$ cat src/rtl/caltime_pkg.sv
package caltime_pkg;

  // Field order inside each packed word is fixed by software decoding.
  typedef struct packed {
    logic [4:0] hour;
    logic [5:0] min;
    logic [5:0] sec;
  } tod_t;

  typedef struct packed {
    logic       leap;
    logic [5:0] year;
    logic [3:0] month;
    logic [4:0] day;
  } cal_t;

  localparam int TOD_W = $bits(tod_t);
  localparam int CAL_W = $bits(cal_t);

  localparam int BUSY_CAL_BIT = 7;
  localparam int BUSY_TOD_BIT = 8;

  typedef enum logic [1:0] {
    REG_CTRL = 2'd0,
    REG_TOD  = 2'd1,
    REG_CAL  = 2'd2,
    REG_NONE = 2'd3
  } reg_sel_e;

  function automatic logic [31:0] tod_to_word(input tod_t t);
    return {11'b0, t.hour, 2'b0, t.min, 2'b0, t.sec};
  endfunction

  function automatic logic [31:0] cal_to_word(input cal_t c);
    return {9'b0, c.leap, c.year, 4'b0, c.month, 3'b0, c.day};
  endfunction

  function automatic logic [4:0] month_len(input logic [3:0] m, input logic leap);
    case (m)
      4'd2:                      return leap ? 5'd29 : 5'd28;
      4'd4, 4'd6, 4'd9, 4'd11:   return 5'd30;
      default:                   return 5'd31;
    endcase
  endfunction

  // 1970 leaves remainder 2 modulo 4.
  function automatic logic leap_of(input logic [5:0] y);
    return (y[1:0] == 2'd2);
  endfunction

endpackage

$ cat src/rtl/caltime_commit.sv
module caltime_commit #(
  parameter int W     = 17,
  parameter int DELAY = 3
) (
  input  logic         clk,
  input  logic         rst_n,
  input  logic         start,
  input  logic [W-1:0] din,
  output logic         busy,
  output logic         commit,
  output logic [W-1:0] hold
);
  localparam int CW = (DELAY > 1) ? $clog2(DELAY) : 1;

  logic [CW-1:0] cnt;

  assign commit = busy && (cnt == '0);

  always_ff @(posedge clk) begin
    if (!rst_n) begin
      busy <= 1'b0;
      cnt  <= '0;
      hold <= '0;
    end else if (busy) begin
      if (cnt == '0) busy <= 1'b0;
      else           cnt  <= cnt - 1'b1;
    end else if (start) begin
      busy <= 1'b1;
      cnt  <= CW'(DELAY - 1);
      hold <= din;
    end
  end
endmodule

$ cat src/rtl/caltime_clock.sv
module caltime_clock
  import caltime_pkg::*;
(
  input  logic clk,
  input  logic rst_n,
  input  logic tick,
  input  logic tod_load,
  input  tod_t tod_new,
  input  logic cal_load,
  input  cal_t cal_new,
  output tod_t tod,
  output cal_t cal,
  output logic day_carry
);
  tod_t tod_inc;
  cal_t cal_inc;
  logic wrap_day;

  always_comb begin
    tod_inc  = tod;
    wrap_day = 1'b0;
    if (tod.sec >= 6'd59) begin
      tod_inc.sec = '0;
      if (tod.min >= 6'd59) begin
        tod_inc.min = '0;
        if (tod.hour >= 5'd23) begin
          tod_inc.hour = '0;
          wrap_day     = 1'b1;
        end else begin
          tod_inc.hour = tod.hour + 1'b1;
        end
      end else begin
        tod_inc.min = tod.min + 1'b1;
      end
    end else begin
      tod_inc.sec = tod.sec + 1'b1;
    end
  end

  assign day_carry = tick && !tod_load && wrap_day;

  always_comb begin
    cal_inc = cal;
    if (cal.day >= month_len(cal.month, cal.leap)) begin
      cal_inc.day = 5'd1;
      if (cal.month >= 4'd12) begin
        cal_inc.month = 4'd1;
        cal_inc.year  = cal.year + 1'b1;
        cal_inc.leap  = leap_of(cal.year + 1'b1);
      end else begin
        cal_inc.month = cal.month + 1'b1;
      end
    end else begin
      cal_inc.day = cal.day + 1'b1;
    end
  end

  always_ff @(posedge clk) begin
    if (!rst_n) begin
      tod <= '0;
      cal <= '{leap: 1'b0, year: 6'd0, month: 4'd1, day: 5'd1};
    end else begin
      if (tod_load)  tod <= tod_new;
      else if (tick) tod <= tod_inc;
      if (cal_load)       cal <= cal_new;
      else if (day_carry) cal <= cal_inc;
    end
  end
endmodule

$ cat src/rtl/caltime_bus.sv
module caltime_bus
  import caltime_pkg::*;
#(
  parameter int ADDR_W = 4
) (
  input  logic              clk,
  input  logic              rst_n,
  input  logic              req_valid,
  output logic              req_ready,
  input  logic              req_write,
  input  logic [ADDR_W-1:0] req_addr,
  input  logic [31:0]       req_wdata,
  output logic              rsp_valid,
  input  logic              rsp_ready,
  output logic [31:0]       rsp_data,
  input  tod_t              tod,
  input  cal_t              cal,
  input  logic              tod_busy,
  input  logic              cal_busy,
  output logic              tod_start,
  output tod_t              tod_din,
  output logic              cal_start,
  output cal_t              cal_din
);
  reg_sel_e    sel;
  logic        accept;
  logic [31:0] rd_word;
  logic        unused_wbits;

  assign req_ready = !rsp_valid || rsp_ready;
  assign accept    = req_valid && req_ready;

  always_comb begin
    if (req_addr > ADDR_W'(2)) sel = REG_NONE;
    else                       sel = reg_sel_e'(req_addr[1:0]);
  end

  assign tod_din   = '{hour: req_wdata[20:16], min: req_wdata[13:8], sec: req_wdata[5:0]};
  assign cal_din   = '{leap: req_wdata[22], year: req_wdata[21:16],
                       month: req_wdata[11:8], day: req_wdata[4:0]};
  assign tod_start = accept && req_write && (sel == REG_TOD) && !tod_busy;
  assign cal_start = accept && req_write && (sel == REG_CAL) && !cal_busy;

  assign unused_wbits = ^{req_wdata[31:23], req_wdata[15:14], req_wdata[7:6]};

  always_comb begin
    rd_word = '0;
    case (sel)
      REG_CTRL: begin
        rd_word[BUSY_TOD_BIT] = tod_busy;
        rd_word[BUSY_CAL_BIT] = cal_busy;
      end
      REG_TOD: rd_word = tod_to_word(tod);
      REG_CAL: rd_word = cal_to_word(cal);
      default: rd_word = '0;
    endcase
  end

  always_ff @(posedge clk) begin
    if (!rst_n) begin
      rsp_valid <= 1'b0;
      rsp_data  <= '0;
    end else if (accept && !req_write) begin
      rsp_valid <= 1'b1;
      rsp_data  <= rd_word;
    end else if (rsp_ready) begin
      rsp_valid <= 1'b0;
    end
  end
endmodule

$ cat src/rtl/caltime_regs.sv
module caltime_regs
  import caltime_pkg::*;
#(
  parameter int COMMIT_DELAY = 3,
  parameter int ADDR_W       = 4
) (
  input  logic              clk,
  input  logic              rst_n,
  input  logic              tick,
  input  logic              req_valid,
  output logic              req_ready,
  input  logic              req_write,
  input  logic [ADDR_W-1:0] req_addr,
  input  logic [31:0]       req_wdata,
  output logic              rsp_valid,
  input  logic              rsp_ready,
  output logic [31:0]       rsp_data
);
  tod_t tod_din, tod_hold, cur_tod;
  cal_t cal_din, cal_hold, cur_cal;
  logic tod_start, tod_busy, tod_commit;
  logic cal_start, cal_busy, cal_commit;
  logic day_carry;

  caltime_bus #(.ADDR_W(ADDR_W)) u_bus (
    .clk(clk), .rst_n(rst_n),
    .req_valid(req_valid), .req_ready(req_ready), .req_write(req_write),
    .req_addr(req_addr), .req_wdata(req_wdata),
    .rsp_valid(rsp_valid), .rsp_ready(rsp_ready), .rsp_data(rsp_data),
    .tod(cur_tod), .cal(cur_cal), .tod_busy(tod_busy), .cal_busy(cal_busy),
    .tod_start(tod_start), .tod_din(tod_din),
    .cal_start(cal_start), .cal_din(cal_din)
  );

  caltime_commit #(.W(TOD_W), .DELAY(COMMIT_DELAY)) u_tod_commit (
    .clk(clk), .rst_n(rst_n), .start(tod_start), .din(tod_din),
    .busy(tod_busy), .commit(tod_commit), .hold(tod_hold)
  );

  caltime_commit #(.W(CAL_W), .DELAY(COMMIT_DELAY)) u_cal_commit (
    .clk(clk), .rst_n(rst_n), .start(cal_start), .din(cal_din),
    .busy(cal_busy), .commit(cal_commit), .hold(cal_hold)
  );

  caltime_clock u_clock (
    .clk(clk), .rst_n(rst_n), .tick(tick),
    .tod_load(tod_commit), .tod_new(tod_hold),
    .cal_load(cal_commit), .cal_new(cal_hold),
    .tod(cur_tod), .cal(cur_cal), .day_carry(day_carry)
  );
endmodule

$ cat config.mk
export PLATFORM = sky130hd
export DESIGN_NAME = caltime_regs
export DESIGN_NICKNAME = d
export VERILOG_FILES = /design/src/rtl/caltime_pkg.sv /design/src/rtl/caltime_commit.sv /design/src/rtl/caltime_clock.sv /design/src/rtl/caltime_bus.sv /design/src/rtl/caltime_regs.sv
export SDC_FILE = /design/constraint.sdc
export NUM_CORES = 1
export LEC_CHECK = 0
export BUFFER_PORTS_ARGS = -buffer_cell sky130_fd_sc_hd__buf_4
export CORE_ASPECT_RATIO = 0.5
export CORE_MARGIN = 4
export CORE_UTILIZATION = 52
export DETAILED_ROUTE_END_ITERATION = 8
export PLACE_DENSITY = 0.77
export SLEW_MARGIN = 20
export SYNTH_ARGS = -nofsm -noshare
export SYNTH_HDL_FRONTEND = slang
export SYNTH_HIERARCHICAL = 1
export SYNTH_SLANG_ARGS = --single-unit
export TNS_END_PERCENT = 20
$ cat constraint.sdc
create_clock -name clk -period 2.6 [get_ports clk]
set_input_delay 0.26 -clock clk [delete_from_list [all_inputs] [get_ports clk]]
set_output_delay 0.26 -clock clk [all_outputs]
set_load 0.1 [all_outputs]
* Word-level counts from Yosys, hierarchy flattened *
Cells that the tools add are included.

word-level totals
  logic and storage cells = 115
  bits in registers = 105
  output and inout bits = 34
  memories kept = 0
  memory bits (read-only) = 0
  bits in latches = 0
  bits of input ports = 42
  RAM bits = 0

cells by class
  reductions and logical operators = 38
  equality and inequality tests = 10
  div/mod/pow operators = 0
  shift operators = 0
  multiplexer cells = 36
  multipliers = 0
  magnitude comparators = 6
  add/sub/neg operators = 8
  bitwise operators = 2

operator list
  kind                   number
  $mux W17               2
  $mux W16               2
  $pmux W14 S2           1
  $mux W11               2
  $add A6 B1 Y6 const B  3
  $reduce_bool A2 Y1     9
  $mux W5                3
  $mux W2                7
  $ge A6 B6 Y1 const B   2
  $mux W1                12
  $mux W6                2
  $pmux W6 S2            1
  $reduce_and A2 Y1      6
  $logic_and A1 B1 Y1    11
  $add A5 B1 Y5 const B  2
  $pmux W5 S2            1
  $eq A4 B3 Y1 const B   2
  $eq A4 B4 Y1 const B   2
  $mux W7                1
  $logic_not A2 Y1       3
  $pmux W2 S3            1
  $reduce_and A3 Y1      2
  $ge A5 B5 Y1           1
  $ge A5 B5 Y1 const B   1
  other kinds (13)       21

* Logic depth before layout (Yosys ltp) *
  depth after elaboration = 8
  depth in mapped cells = 12
  depth with buffers taken out = 11

* By module *
Netlist, hierarchy kept.

by module, submodules not included
  module                          seq. area each (um^2)  cells each  times used  area each (um^2)
  caltime_clock                   660.6                  277         1           2113.3
  caltime_bus                     420.4                  142         1           1323.8
  caltime_commit at u_tod_commit  400.4                  92          1           829.5
  caltime_commit at u_cal_commit  380.4                  88          1           790.8

* Least setup slack after synthesis *
OpenSTA, ideal clock, no wires.

  kind = reg-to-reg
  start = register u_bus.rsp_valid
  end = register u_tod_commit.hold[3]
  library setup time = 0.066 ns
  clock period less this slack = 2.567 ns
  setup slack = 0.033 ns
  path buffers = 3
  cell stages (with the launch flop) = 11
  required time = 2.534 ns
  arrival = 2.501 ns
  cells stage by stage = dfxtp_1 nor2b_1 buf_6 inv_2 nand3_1 nor3b_1 nor2b_1 buf_4 buf_4 nand2_1 a21boi_2

on the way
  cells in the longest elaborated chain, start to end = 7

ends and longest elaborated chain
  what                               RTL line              source
  start: declaration                 caltime_bus.sv:13     output logic rsp_valid,
  start signal: assignment           caltime_bus.sv:61     rsp_valid <= 1'b0;
  start signal: assignment           caltime_bus.sv:64     rsp_valid <= 1'b1;
  start signal: assignment           caltime_bus.sv:67     rsp_valid <= 1'b0;
  $logic_not A1 Y1                   caltime_bus.sv:30     assign req_ready = !rsp_valid || rsp_ready;
  $logic_or A1 B1 Y1                 caltime_bus.sv:30
  named net req_ready                caltime_regs.sv:11    output logic req_ready,
  $logic_and A1 B1 Y1                caltime_bus.sv:31     assign accept = req_valid && req_ready;
  $logic_and A1 B1 Y1 (3 in series)  caltime_bus.sv:41     assign tod_start = accept && req_write && (sel == REG_TOD) && !tod_busy;
  named net tod_start                caltime_regs.sv:21    logic tod_start, tod_busy, tod_commit;
  $reduce_and A2 Y1 (no line)        -
  end signal: assignment             caltime_commit.sv:30  hold <= din;
  end: declaration                   caltime_commit.sv:11  output logic [W-1:0] hold

The timed path passes the listed nets, and every way through them passes these cells.
A chain may end at the register's enable or synchronous reset.

* Worst setup path in the final report *
  start = register u_clock/cal[5] (netlist name)
  end = register u_clock/cal[12] (netlist name)

on the way
  cells in the longest elaborated chain, start to end = 6
  elaborated cells on any way between the ends = 12
  those cells by class = order compare: 2; eq/ne: 5; mux: 1; reduce/logical: 4

ends and longest elaborated chain
  what                                                 RTL line             source
  $eq A4 B3 Y1 / $eq A4 B4 Y1 (equally long branches)  caltime_pkg.sv:39    case (m)
  $reduce_or A4 Y1                                     caltime_pkg.sv:39
  $pmux W5 S2                                          caltime_pkg.sv:39
  $ge A5 B5 Y1                                         caltime_clock.sv:44  if (cal.day >= month_len(cal.month, cal.leap)) begin
  $reduce_bool A2 Y1 (no line)                         -
  $reduce_and A3 Y1 (no line) *                        -

Every way passes the cells marked *; elsewhere a longest branch is shown, timed or not.

==> metrics.cfg <==
[timing]
fin_crit_sh_pct=97.8
finClkSkew_ns=0.00812
layout_setup_ws_ns=0.0560
final.setup.tns_ns=0
slew_violations=0
fmax_mhz=393
hold_ws_ns=0.166
finalCriticalPeriod_ns=2.54
setup_violations=0
maxSlewHeadroom_pct=56.4
tightest_slew_ns=0.650
hold_violations=0

[cts]
cts_buffer_depth=2
holdBufCountCts=0
post_cts_buffers=0
clkLatencyLatePin_ns=0.34
cts_sinks=93
h-tree-depth=3
cts_tree=built
clk_pin_slew_ns=0.07
clk_root_buffer_cell=clkbuf_16
cts_buffers=9

[power]
vdd_ir_drop_max_mv=0.315
power.density_nw_per_um2=581
p_total_mw=3.25
power_leakage_nw=2.08

[finish]
fin_nets=670
area_growth_syn_to_layout_pct=10.7
fillers=858
final_cells=750
design_area_um2=5600
insertedDiodeCount=0
drive_gt1_share_pct=19.0
fin_util_pct=59.3

[synth]
ys_ff_latch=93
synth_compound_area_share_pct=25.9
synth_fa_ha_area_share_pct=4.45
ys_async_sr_fraction_pct=0
synth-xor-area-share_pct=0.173
synth_top_family_by_area=compound AO/OA/AOI/OAI gates
syn_area_per_cell_um2=8.44
synth.area.mux_share_pct=0.396
netlist_area_um2=5060
yosysUniqueCellTypes=60
yosys_most_used_dff=dfxtp_1
ys_seq_area_share_pct=36.8
netlist_instances=599
yosys_warnings=6
synth_edf_count=0
synthSimpleGateAreaFrac_pct=19.7

[placed_design]
detailedPlacementHpwl_um=9270
dpl_cell_area_um2=5230
place_congestion=0.904
portBuffers=50
place_inst=734
post-place-ws_ns=-0.00418

[floorplanning]
start_util_pct=53.5
rows=25
core_um2=9450
ios=76
die_w_um=147
die_area_um2=11500
die_height_um=77.7

[drt]
via_per_inst=5.90
dr_total_vias=4428
final_antenna_net_count=0
drcViolationCount=0
dr.first_iter.drc_count=479
wire_per_inst_um=17.5
routed_wl_um=13100
drt_pre_antenna_iters=5

[global_route]
grt_max_degree=29
grt_pass1_vias=3986
grt_usage_pct=22.5
grt_overflow_total=0
antenna_found_initial=0
grt_first_pass_wirelength_um=20600

[critical_path]
end_kind=register
cp.required_ns=2.87
cp_slowest_cell=or4_1
path_max_fanout=6
crit_chain=inv_1 > ha_1 > o21ai_1 > o21ai_2 > o21ai_1 > ha_1 > nand2b_4 > a21oi_2 > or3_4 > or4_1 > a31oi_1
arrival_ns=2.82
critical_path_class=reg -> reg
cpPeakStageDelay_ns=0.51
cp-start-kind=register

[hold_path]
hold_path_class=in -> reg

[outcome]
status=complete, no violations

[flow_run]
cap_violations=0

[kinds of logic after synthesis]
| group | Yosys count |
|---|---|
| flip-flops | 93 |
| XOR/XNOR | 1 |
| adder cells (fa/ha/maj) | 18 |
| AO/OA/AOI/OAI | 180 |
| other | 1 |
| multiplexers | 2 |
| AND/OR/NAND/NOR | 203 |
| buffers and inverters | 101 |
[where the power goes]
part	internal, mW	total (mW)	switching (mW)
combinational	0.0908	0.287	0.196
sequential	1.45	1.47	0.0262
clock	0.940	1.49	0.553
[timing repair]
action | CTS | global route
setup endpoints to repair | 2 | 7
cloned | 0 | 0
pin swaps | 0 | 1
resized for setup | 1 | 10
[worst max-delay path, delay by kind of cell (launching register included)]
family	cells	cell delay, ns
simple gates	3	1.05
compound gates	5	0.62
fa+ha+maj	2	0.37
flops	1	0.36
buf+inv	1	0.07
[path summary, 6_finish.rpt]
kind,from,to,slack (ns),cells past startpoint
worst min-delay path,req_wdata[13],u_tod_commit/hold[11]$_SDFFE_PN0P_,0.17,3
worst max register to register,u_clock/cal[5]$_SDFFE_PN1P_,u_clock/cal[12]$_SDFFE_PN0P_,0.06,11
worst max-delay path,u_clock/cal[5]$_SDFFE_PN1P_,u_clock/cal[12]$_SDFFE_PN0P_,0.06,11
worst min register to register,u_cal_commit/cnt[0]$_SDFFE_PN0P_,u_cal_commit/cnt[0]$_SDFFE_PN0P_,0.46,2
[final cells by class]
cell class / count / area, µm² / area share (%)
clock buffers: 10 / 229 / 4.09
clock inverters: 6 / 111 / 1.99
inverters: 21 / 78.8 / 1.41
multi-input cells: 416 / 2620 / 46.8
flip-flops and latches: 93 / 1870 / 33.3
well taps: 135 / 169 / 3.02
repair buffers: 69 / 522 / 9.32
[cell usage after synthesis, drive strengths merged (13+ instances only)]
| master | instances | area, µm² |
|---|---|---|
| a21boi | 42 | 394 |
| a21oi | 20 | 104 |
| a22oi | 13 | 97.6 |
| buf | 64 | 492 |
| clkbuf | 16 | 60.1 |
| dfxtp | 93 | 1860 |
| ha | 18 | 225 |
| inv | 21 | 78.8 |
| nand2 | 88 | 333 |
| nand3 | 14 | 70.1 |
| nand4 | 15 | 93.8 |
| nor2 | 24 | 90.1 |
| o21ai | 45 | 225 |
| o2bb2ai | 13 | 114 |
[registers in the layout, summed over array words and instances (netlist names)]
signal / cells
u_bus/rsp_data: 20
u_clock/tod: 17
u_tod_commit/hold: 17
u_cal_commit/hold: 16
u_clock/cal: 16
u_cal_commit/cnt: 2
u_tod_commit/cnt: 2
u_bus/rsp_valid: 1
u_cal_commit/busy: 1
u_tod_commit/busy: 1
[cell usage in the layout, fill, tap and decap left out, types with 13 or more instances in the layout]
master,netlist,layout
a21boi_0,19,19
a21boi_2,21,21
a21oi_1,19,19
a22oi_1,13,13
buf_4,50,68
dfxtp_1,93,91
ha_1,18,18
inv_1,20,20
nand2_1,87,87
nand3_1,14,14
nand4_1,15,15
nor2_1,24,24
o21ai_0,43,39
o2bb2ai_1,13,13
[layer usage]
layer / wire, µm / GRT usage, %
met4: 130 / 5.39
met2: 5580 / 34.1
met5: 0 / 0
met1: 6210 / 32.7
met3: 1190 / 4.96
(Power assumes the default switching activity.)
